## src/rtl/strobe_pkg.sv

```systemverilog
// Shared constants, state type and lane-mask function for the strobe slave.
// Assumes a fixed 32-bit port of four byte lanes; lane 3 is D31..D24.
package strobe_pkg;
    localparam int LANES  = 4;
    localparam int BYTE_W = 8;
    localparam int DATA_W = LANES * BYTE_W;

    typedef enum logic [1:0] {
        ST_IDLE = 2'd0,
        ST_WAIT = 2'd1,
        ST_ACK  = 2'd2
    } hs_state_t;

    // Lane enables for size code and byte offset; offset 0 maps to lane 3.
    function automatic logic [LANES-1:0] lane_mask(input logic [1:0] size_code,
                                                   input logic [1:0] offset);
        logic [2:0] count;
        logic [3:0] first;
        logic [3:0] last;
        logic [LANES-1:0] mask;
        count = (size_code == 2'b00) ? 3'd4 : {1'b0, size_code};
        first = {2'b00, offset};
        last  = first + {1'b0, count} - 4'd1;
        mask  = '0;
        for (int k = 0; k < LANES; k++) begin
            if ((4'(k) >= first) && (4'(k) <= last))
                mask[LANES-1-k] = 1'b1;
        end
        return mask;
    endfunction
endpackage

```

## src/rtl/strobe_sync.sv

```systemverilog
// Two-flop synchroniser bank for active-low asynchronous strobes.
// Assumes each bit is independent; flops reset to the negated level (1).
module strobe_sync #(
    parameter int WIDTH = 2
) (
    input  logic             clk,
    input  logic             rst_n,
    input  logic [WIDTH-1:0] async_n,
    output logic [WIDTH-1:0] sync_n
);
    logic [WIDTH-1:0] stage1;
    logic [WIDTH-1:0] stage2;

    genvar g;
    generate
        for (g = 0; g < WIDTH; g++) begin : g_bit
            // Move one strobe bit through two flops.
            always_ff @(posedge clk) begin
                if (!rst_n) begin
                    stage1[g] <= 1'b1;
                    stage2[g] <= 1'b1;
                end else begin
                    stage1[g] <= async_n[g];
                    stage2[g] <= stage1[g];
                end
            end
        end
    endgenerate

    assign sync_n = stage2;
endmodule

```

## src/rtl/lane_decoder.sv

```systemverilog
// Turns size code, byte offset and direction into per-lane write enables.
// Assumes the caller qualifies the result with the transfer-start pulse.
module lane_decoder
    import strobe_pkg::*;
(
    input  logic             start,
    input  logic             rw,
    input  logic [1:0]       siz,
    input  logic [1:0]       offset,
    output logic [LANES-1:0] lane_we
);
    // Enable lanes only for a starting write.
    always_comb begin
        lane_we = '0;
        if (start && !rw)
            lane_we = lane_mask(siz, offset);
    end
endmodule

```

## src/rtl/byte_regfile.sv

```systemverilog
// Small word-addressed register file with one write enable per byte lane
// and a combinational peek port. Assumes NUM_WORDS >= 2.
module byte_regfile
    import strobe_pkg::*;
#(
    parameter int NUM_WORDS = 8,
    localparam int IDX_W = $clog2(NUM_WORDS)
) (
    input  logic              clk,
    input  logic              rst_n,
    input  logic [LANES-1:0]  lane_we,
    input  logic [IDX_W-1:0]  wr_idx,
    input  logic [DATA_W-1:0] wr_data,
    input  logic [IDX_W-1:0]  peek_idx,
    output logic [DATA_W-1:0] peek_data
);
    logic [BYTE_W-1:0] mem [NUM_WORDS][LANES];

    genvar l;
    generate
        for (l = 0; l < LANES; l++) begin : g_lane
            // Store one byte lane of the addressed word.
            always_ff @(posedge clk) begin
                if (!rst_n) begin
                    for (int w = 0; w < NUM_WORDS; w++)
                        mem[w][l] <= '0;
                end else if (lane_we[l]) begin
                    mem[wr_idx][l] <= wr_data[l*BYTE_W +: BYTE_W];
                end
            end

            assign peek_data[l*BYTE_W +: BYTE_W] = mem[peek_idx][l];
        end
    endgenerate
endmodule

```

## src/rtl/handshake_fsm.sv

```systemverilog
// Transfer sequencer: detects both synchronised strobes, waits lat_cfg
// clocks, drives the acknowledge, then drops it one clock after either
// strobe is seen released. Assumes strobe inputs are already synchronised.
module handshake_fsm
    import strobe_pkg::*;
#(
    parameter int LAT_W = 3
) (
    input  logic             clk,
    input  logic             rst_n,
    input  logic             as_s_n,
    input  logic             ds_s_n,
    input  logic [LAT_W-1:0] lat_cfg,
    output logic             start,
    output logic [1:0]       ack_n
);
    hs_state_t        state;
    logic [LAT_W-1:0] wait_cnt;
    logic             both_on;

    assign both_on = !as_s_n && !ds_s_n;
    assign start   = (state == ST_IDLE) && both_on;

    // Step the handshake state and the acknowledge register.
    always_ff @(posedge clk) begin
        if (!rst_n) begin
            state    <= ST_IDLE;
            wait_cnt <= '0;
            ack_n    <= 2'b11;
        end else begin
            case (state)
                ST_IDLE: begin
                    if (both_on) begin
                        wait_cnt <= lat_cfg;
                        if (lat_cfg == '0) begin
                            state <= ST_ACK;
                            ack_n <= 2'b00;
                        end else begin
                            state <= ST_WAIT;
                        end
                    end
                end
                ST_WAIT: begin
                    if (!both_on) begin
                        state <= ST_IDLE;
                    end else if (wait_cnt == LAT_W'(1)) begin
                        state <= ST_ACK;
                        ack_n <= 2'b00;
                    end else begin
                        wait_cnt <= wait_cnt - LAT_W'(1);
                    end
                end
                ST_ACK: begin
                    if (!both_on) begin
                        state <= ST_IDLE;
                        ack_n <= 2'b11;
                    end
                end
                default: begin
                    state <= ST_IDLE;
                    ack_n <= 2'b11;
                end
            endcase
        end
    end
endmodule

```

## src/rtl/strobe_lane_slave.sv

```systemverilog
// Top of the byte-lane write responder. Synchronises the strobes, sequences
// the handshake, decodes lanes and stores write data. Assumes the master
// holds rw, siz, addr and wdata stable while its strobes are asserted.
module strobe_lane_slave
    import strobe_pkg::*;
#(
    parameter int NUM_WORDS = 8,
    parameter int LAT_W     = 3,
    localparam int IDX_W    = $clog2(NUM_WORDS),
    localparam int ADDR_W   = IDX_W + 2
) (
    input  logic              clk,
    input  logic              rst_n,
    input  logic              as_n,
    input  logic              ds_n,
    input  logic              rw,
    input  logic [1:0]        siz,
    input  logic [ADDR_W-1:0] addr,
    input  logic [DATA_W-1:0] wdata,
    input  logic [LAT_W-1:0]  lat_cfg,
    output logic [1:0]        ack_n,
    input  logic [IDX_W-1:0]  peek_idx,
    output logic [DATA_W-1:0] peek_data
);
    logic [1:0]       strobes_s_n;
    logic             start;
    logic [LANES-1:0] lane_we;

    strobe_sync #(.WIDTH(2)) u_sync (
        .clk     (clk),
        .rst_n   (rst_n),
        .async_n ({as_n, ds_n}),
        .sync_n  (strobes_s_n)
    );

    handshake_fsm #(.LAT_W(LAT_W)) u_fsm (
        .clk     (clk),
        .rst_n   (rst_n),
        .as_s_n  (strobes_s_n[1]),
        .ds_s_n  (strobes_s_n[0]),
        .lat_cfg (lat_cfg),
        .start   (start),
        .ack_n   (ack_n)
    );

    lane_decoder u_dec (
        .start   (start),
        .rw      (rw),
        .siz     (siz),
        .offset  (addr[1:0]),
        .lane_we (lane_we)
    );

    byte_regfile #(.NUM_WORDS(NUM_WORDS)) u_rf (
        .clk       (clk),
        .rst_n     (rst_n),
        .lane_we   (lane_we),
        .wr_idx    (addr[ADDR_W-1:2]),
        .wr_data   (wdata),
        .peek_idx  (peek_idx),
        .peek_data (peek_data)
    );
endmodule

```

## config.mk

```make
export PLATFORM = sky130hd
export DESIGN_NAME = strobe_lane_slave
export DESIGN_NICKNAME = d
export VERILOG_FILES = /design/src/rtl/strobe_pkg.sv /design/src/rtl/strobe_sync.sv /design/src/rtl/lane_decoder.sv /design/src/rtl/byte_regfile.sv /design/src/rtl/handshake_fsm.sv /design/src/rtl/strobe_lane_slave.sv
export SDC_FILE = /design/constraint.sdc
export NUM_CORES = 1
export LEC_CHECK = 0
export ABC_AREA = 1
export BUFFER_PORTS_ARGS = -buffer_cell sky130_fd_sc_hd__buf_2
export CORE_MARGIN = 2
export CORE_UTILIZATION = 45
export DETAILED_ROUTE_END_ITERATION = 8
export GPL_TIMING_DRIVEN = 1
export PLACE_DENSITY = 0.61
export SYNTH_ARGS = -nofsm -noshare
export SYNTH_HDL_FRONTEND = slang
export SYNTH_SLANG_ARGS = --single-unit
```

## constraint.sdc

```tcl
create_clock -name clk -period 4.6 [get_ports clk]
set_input_delay 0 -clock clk [delete_from_list [all_inputs] [get_ports clk]]
set_output_delay 0 -clock clk [all_outputs]
set_load 0.01 [all_outputs]
```

==> metrics.txt <==
status finished, final reports clean; area share of the largest cell type after synthesis 0.336; area delta synth->final 15.4%; largest net degree at the start of global routing 110; Syn Area/Cell 7.88 um2; DP HPWL 22300 um; crit end category flop; Setup crit end u_rf.mem[6][10]; worst-margin pin slew 1.29 ns; first-pass GRT wire length 56800 um; CP max stage delay 0.52 ns; Slew Limit Fails 0; Top delay family on crit path simple AND/OR/NAND/NOR gates; port buffer count 83; worst relative slew slack 0.139; commonest non-fill, non-tap cell in the layout nor2_1; Die Span X 173 um; iteration-0 DRC count of the detailed router 1131; Die Ht 173 um; Setup Slack @ Placement 1.51 ns; Cell Pwr Density 357 nW/um2; CP Max Fanout 48; Final setup viols 0; Final nets 1757; IO Count 84; Yosys reg bits 266; Mapped Area 12900 um2; H-tree Lvls 1; final core occ 0.531; Synth area leaders edfxtp_1, dfxtp_1, nor2_1, nand2_1, inv_1; detailed-route via count 11.1k; minimum clock period 3.07 ns; Rows 61; global routing's busiest layer met2; Initial Util 0.460; Synthesis Warnings 0; final wirelength 35700 um; Leak 6.29 nW; Final TNS setup 0 ns; Worst EP arrival 3.28 ns; Mapped Cells 1631; GRT met2 Usage 0.382; final std cell area, no fill 14800 um2; Final Skew 0.00584 ns; crit start category input port; Crit path required time 4.81 ns; f_max 0.326 GHz; final worst setup slack 1.53 ns; TritonCTS clock tree done; clock buffer depth 3; vias in the first global route 10.4k; CP Depth 9; MaxCap Viol Count 0; Core Footprint 27900 um2; GRT Total Usage 0.235; final-report hold violation count 0; met1 global-route usage 0.331; worst min path class input port to flop; setup bufs post-CTS 0; Yosys top cell by area edfxtp_1; Worst-Skew Late Latency 0.54 ns; RR Endpoint u_rf.mem[6][10]; CP cell instances dlygate4sd3_1 > buf_4 > inv_2 > nor2_1 > nand3_2 > nor2_4 > and2_1 > nand2_2 > nand2_1; Routed Antenna Nets 0; fill count 2729; period utilization 0.668; worst hold path cell count 6; CP max-delay cell dlygate4sd3_1; WP buf/inv 3; average via count per standard cell 5.28; GRT overflow 0; Cell Area, Placed 13500 um2; root buf cell clkbuf_16; Finished Layout Cells 2104; die footprint 29900 um2; sequential share of the synthesized area 0.527; wire per inst 17.0 um; commonest non-fill, non-tap cells in the layout nor2_1, nand2_1, inv_1; 1st-pass router iterations 5; met3 usage 0.0343; reg2reg path depth 6; Crit. Startpoint rst_n; # clock sinks 266; Num CTS Buffers 29; share of cells above drive strength 1 0.105; dpl cells 2006; R2R Setup Slk 1.86 ns; Clk pin slew, worst setup/hold paths 0.06 ns; worst reg2reg path startpoint u_sync.sync_n[0]; antenna violations before repair 2; routability cong. 0.807; RSZ-0062 raised after global routing false; number of remaining DRC errors 0; Syn Nets 1687; Distinct cells, synth 33; critical path class input port to flop; VDD IR max 0.232 mV
==> state kept, by name, summed over array words and instances (netlist names) <==
register	count
u_sync.sync_n	2
u_fsm.wait_cnt	3
u_sync.stage1	2
u_rf.mem	256
u_fsm.state	2
u_fsm.ack_n	1
==> where the power goes <==
| group | leakage [nW] | internal (mW) | switching [mW] |
|---|---|---|---|
| registers | 2.48 | 2.54 | 0.0144 |
| clock network | 0.437 | 1.29 | 0.963 |
| logic | 3.36 | 0.151 | 0.338 |
==> cell type report <==
class	count	area [um2]	share of cell area
flip-flops and latches	266	6770	0.456
multi-input cells	1056	4930	0.332
repair buffers	142	968	0.0653
inverters	206	774	0.0522
clock buffers	36	762	0.0514
well taps	378	473	0.0319
clock inverters	17	150	0.0101
diodes	3	7.51	0.000506
==> cells in the mapped netlist <==
library cell	count
dfxtp_1	122
inv_1	200
nor3_2	3
inv_2	6
buf_1	9
nand3_1	42
nand2_2	5
nor2_1	335
a21oi_1	94
nand2_1	269
buf_4	1
nor2_2	1
o21ai_0	133
clkbuf_1	73
nand3_2	9
nor3_1	5
nor2_4	2
o2111ai_1	2
o21bai_1	1
and2_1	2
nand4_1	82
a211oi_1	1
edfxtp_1	144
xnor2_1	1
nand3b_1	1
o21a_1	24
ha_1	5
o211ai_1	2
or2_2	4
clkbuf_2	8
buf_2	12
fa_1	1
o22ai_1	32
==> how the worst min path moves through the flow <==
stage | to | slack, ns | startpoint
finish | u_rf.mem[4][4] | 0.03 | addr[0]
global route | u_rf.mem[4][4] | 0.05 | addr[0]
CTS | u_rf.mem[4][4] | 0.01 | addr[0]
detailed placement | u_sync.stage1[0] | 0.21 | ds_n
global placement | u_sync.stage1[0] | 0.22 | ds_n
floorplan | u_sync.stage1[0] | 0.11 | ds_n
==> cells by family (layout without fill, tap and decap cells) <==
| family | after synthesis | count (layout) | share of synthesized area |
|---|---|---|---|
| buf+inv | 309 | 401 | 0.0925 |
| compound gates | 289 | 289 | 0.122 |
| simple gates | 760 | 760 | 0.252 |
| other cells | 0 | 3 | 0 |
| xor+xnor | 1 | 1 | 0.000682 |
| fa+ha+maj | 6 | 6 | 0.00643 |
| flops | 266 | 266 | 0.527 |
==> routing by layer <==
layer  share of wire  wire length, um  up-vias
li1                -                -     5484
met1            0.45            16100     5189
met2            0.46            16300      379
met3           0.070             2510       56
met4           0.021              736        0
met5               0                0        -
==> worst min-delay path, delay by kind of cell <==
kind	cells	cell delay [ns]
AOI/OAI and AO/OA	1	0.06
buffers and inverters	2	0.18
and+or+nand+nor	3	0.29
==> what timing repair did <==
item	4_1_cts	5_1_grt
endpoints found under the hold margin	240	0
hold buffers	42	0
gates resized for setup	0	0
==> stage by stage <==
| step | hold WS [ns] | total power [mW] |
|---|---|---|
| after floorplan | 0.107 | 2.89 |
| after global placement | 0.216 | 3.06 |
| after detailed placement | 0.213 | 3.06 |
| after CTS | 0.0145 | 5.33 |
| after global routing | 0.0541 | 5.48 |
| final | 0.0334 | 5.29 |
Power figures use the tool's default switching activity.
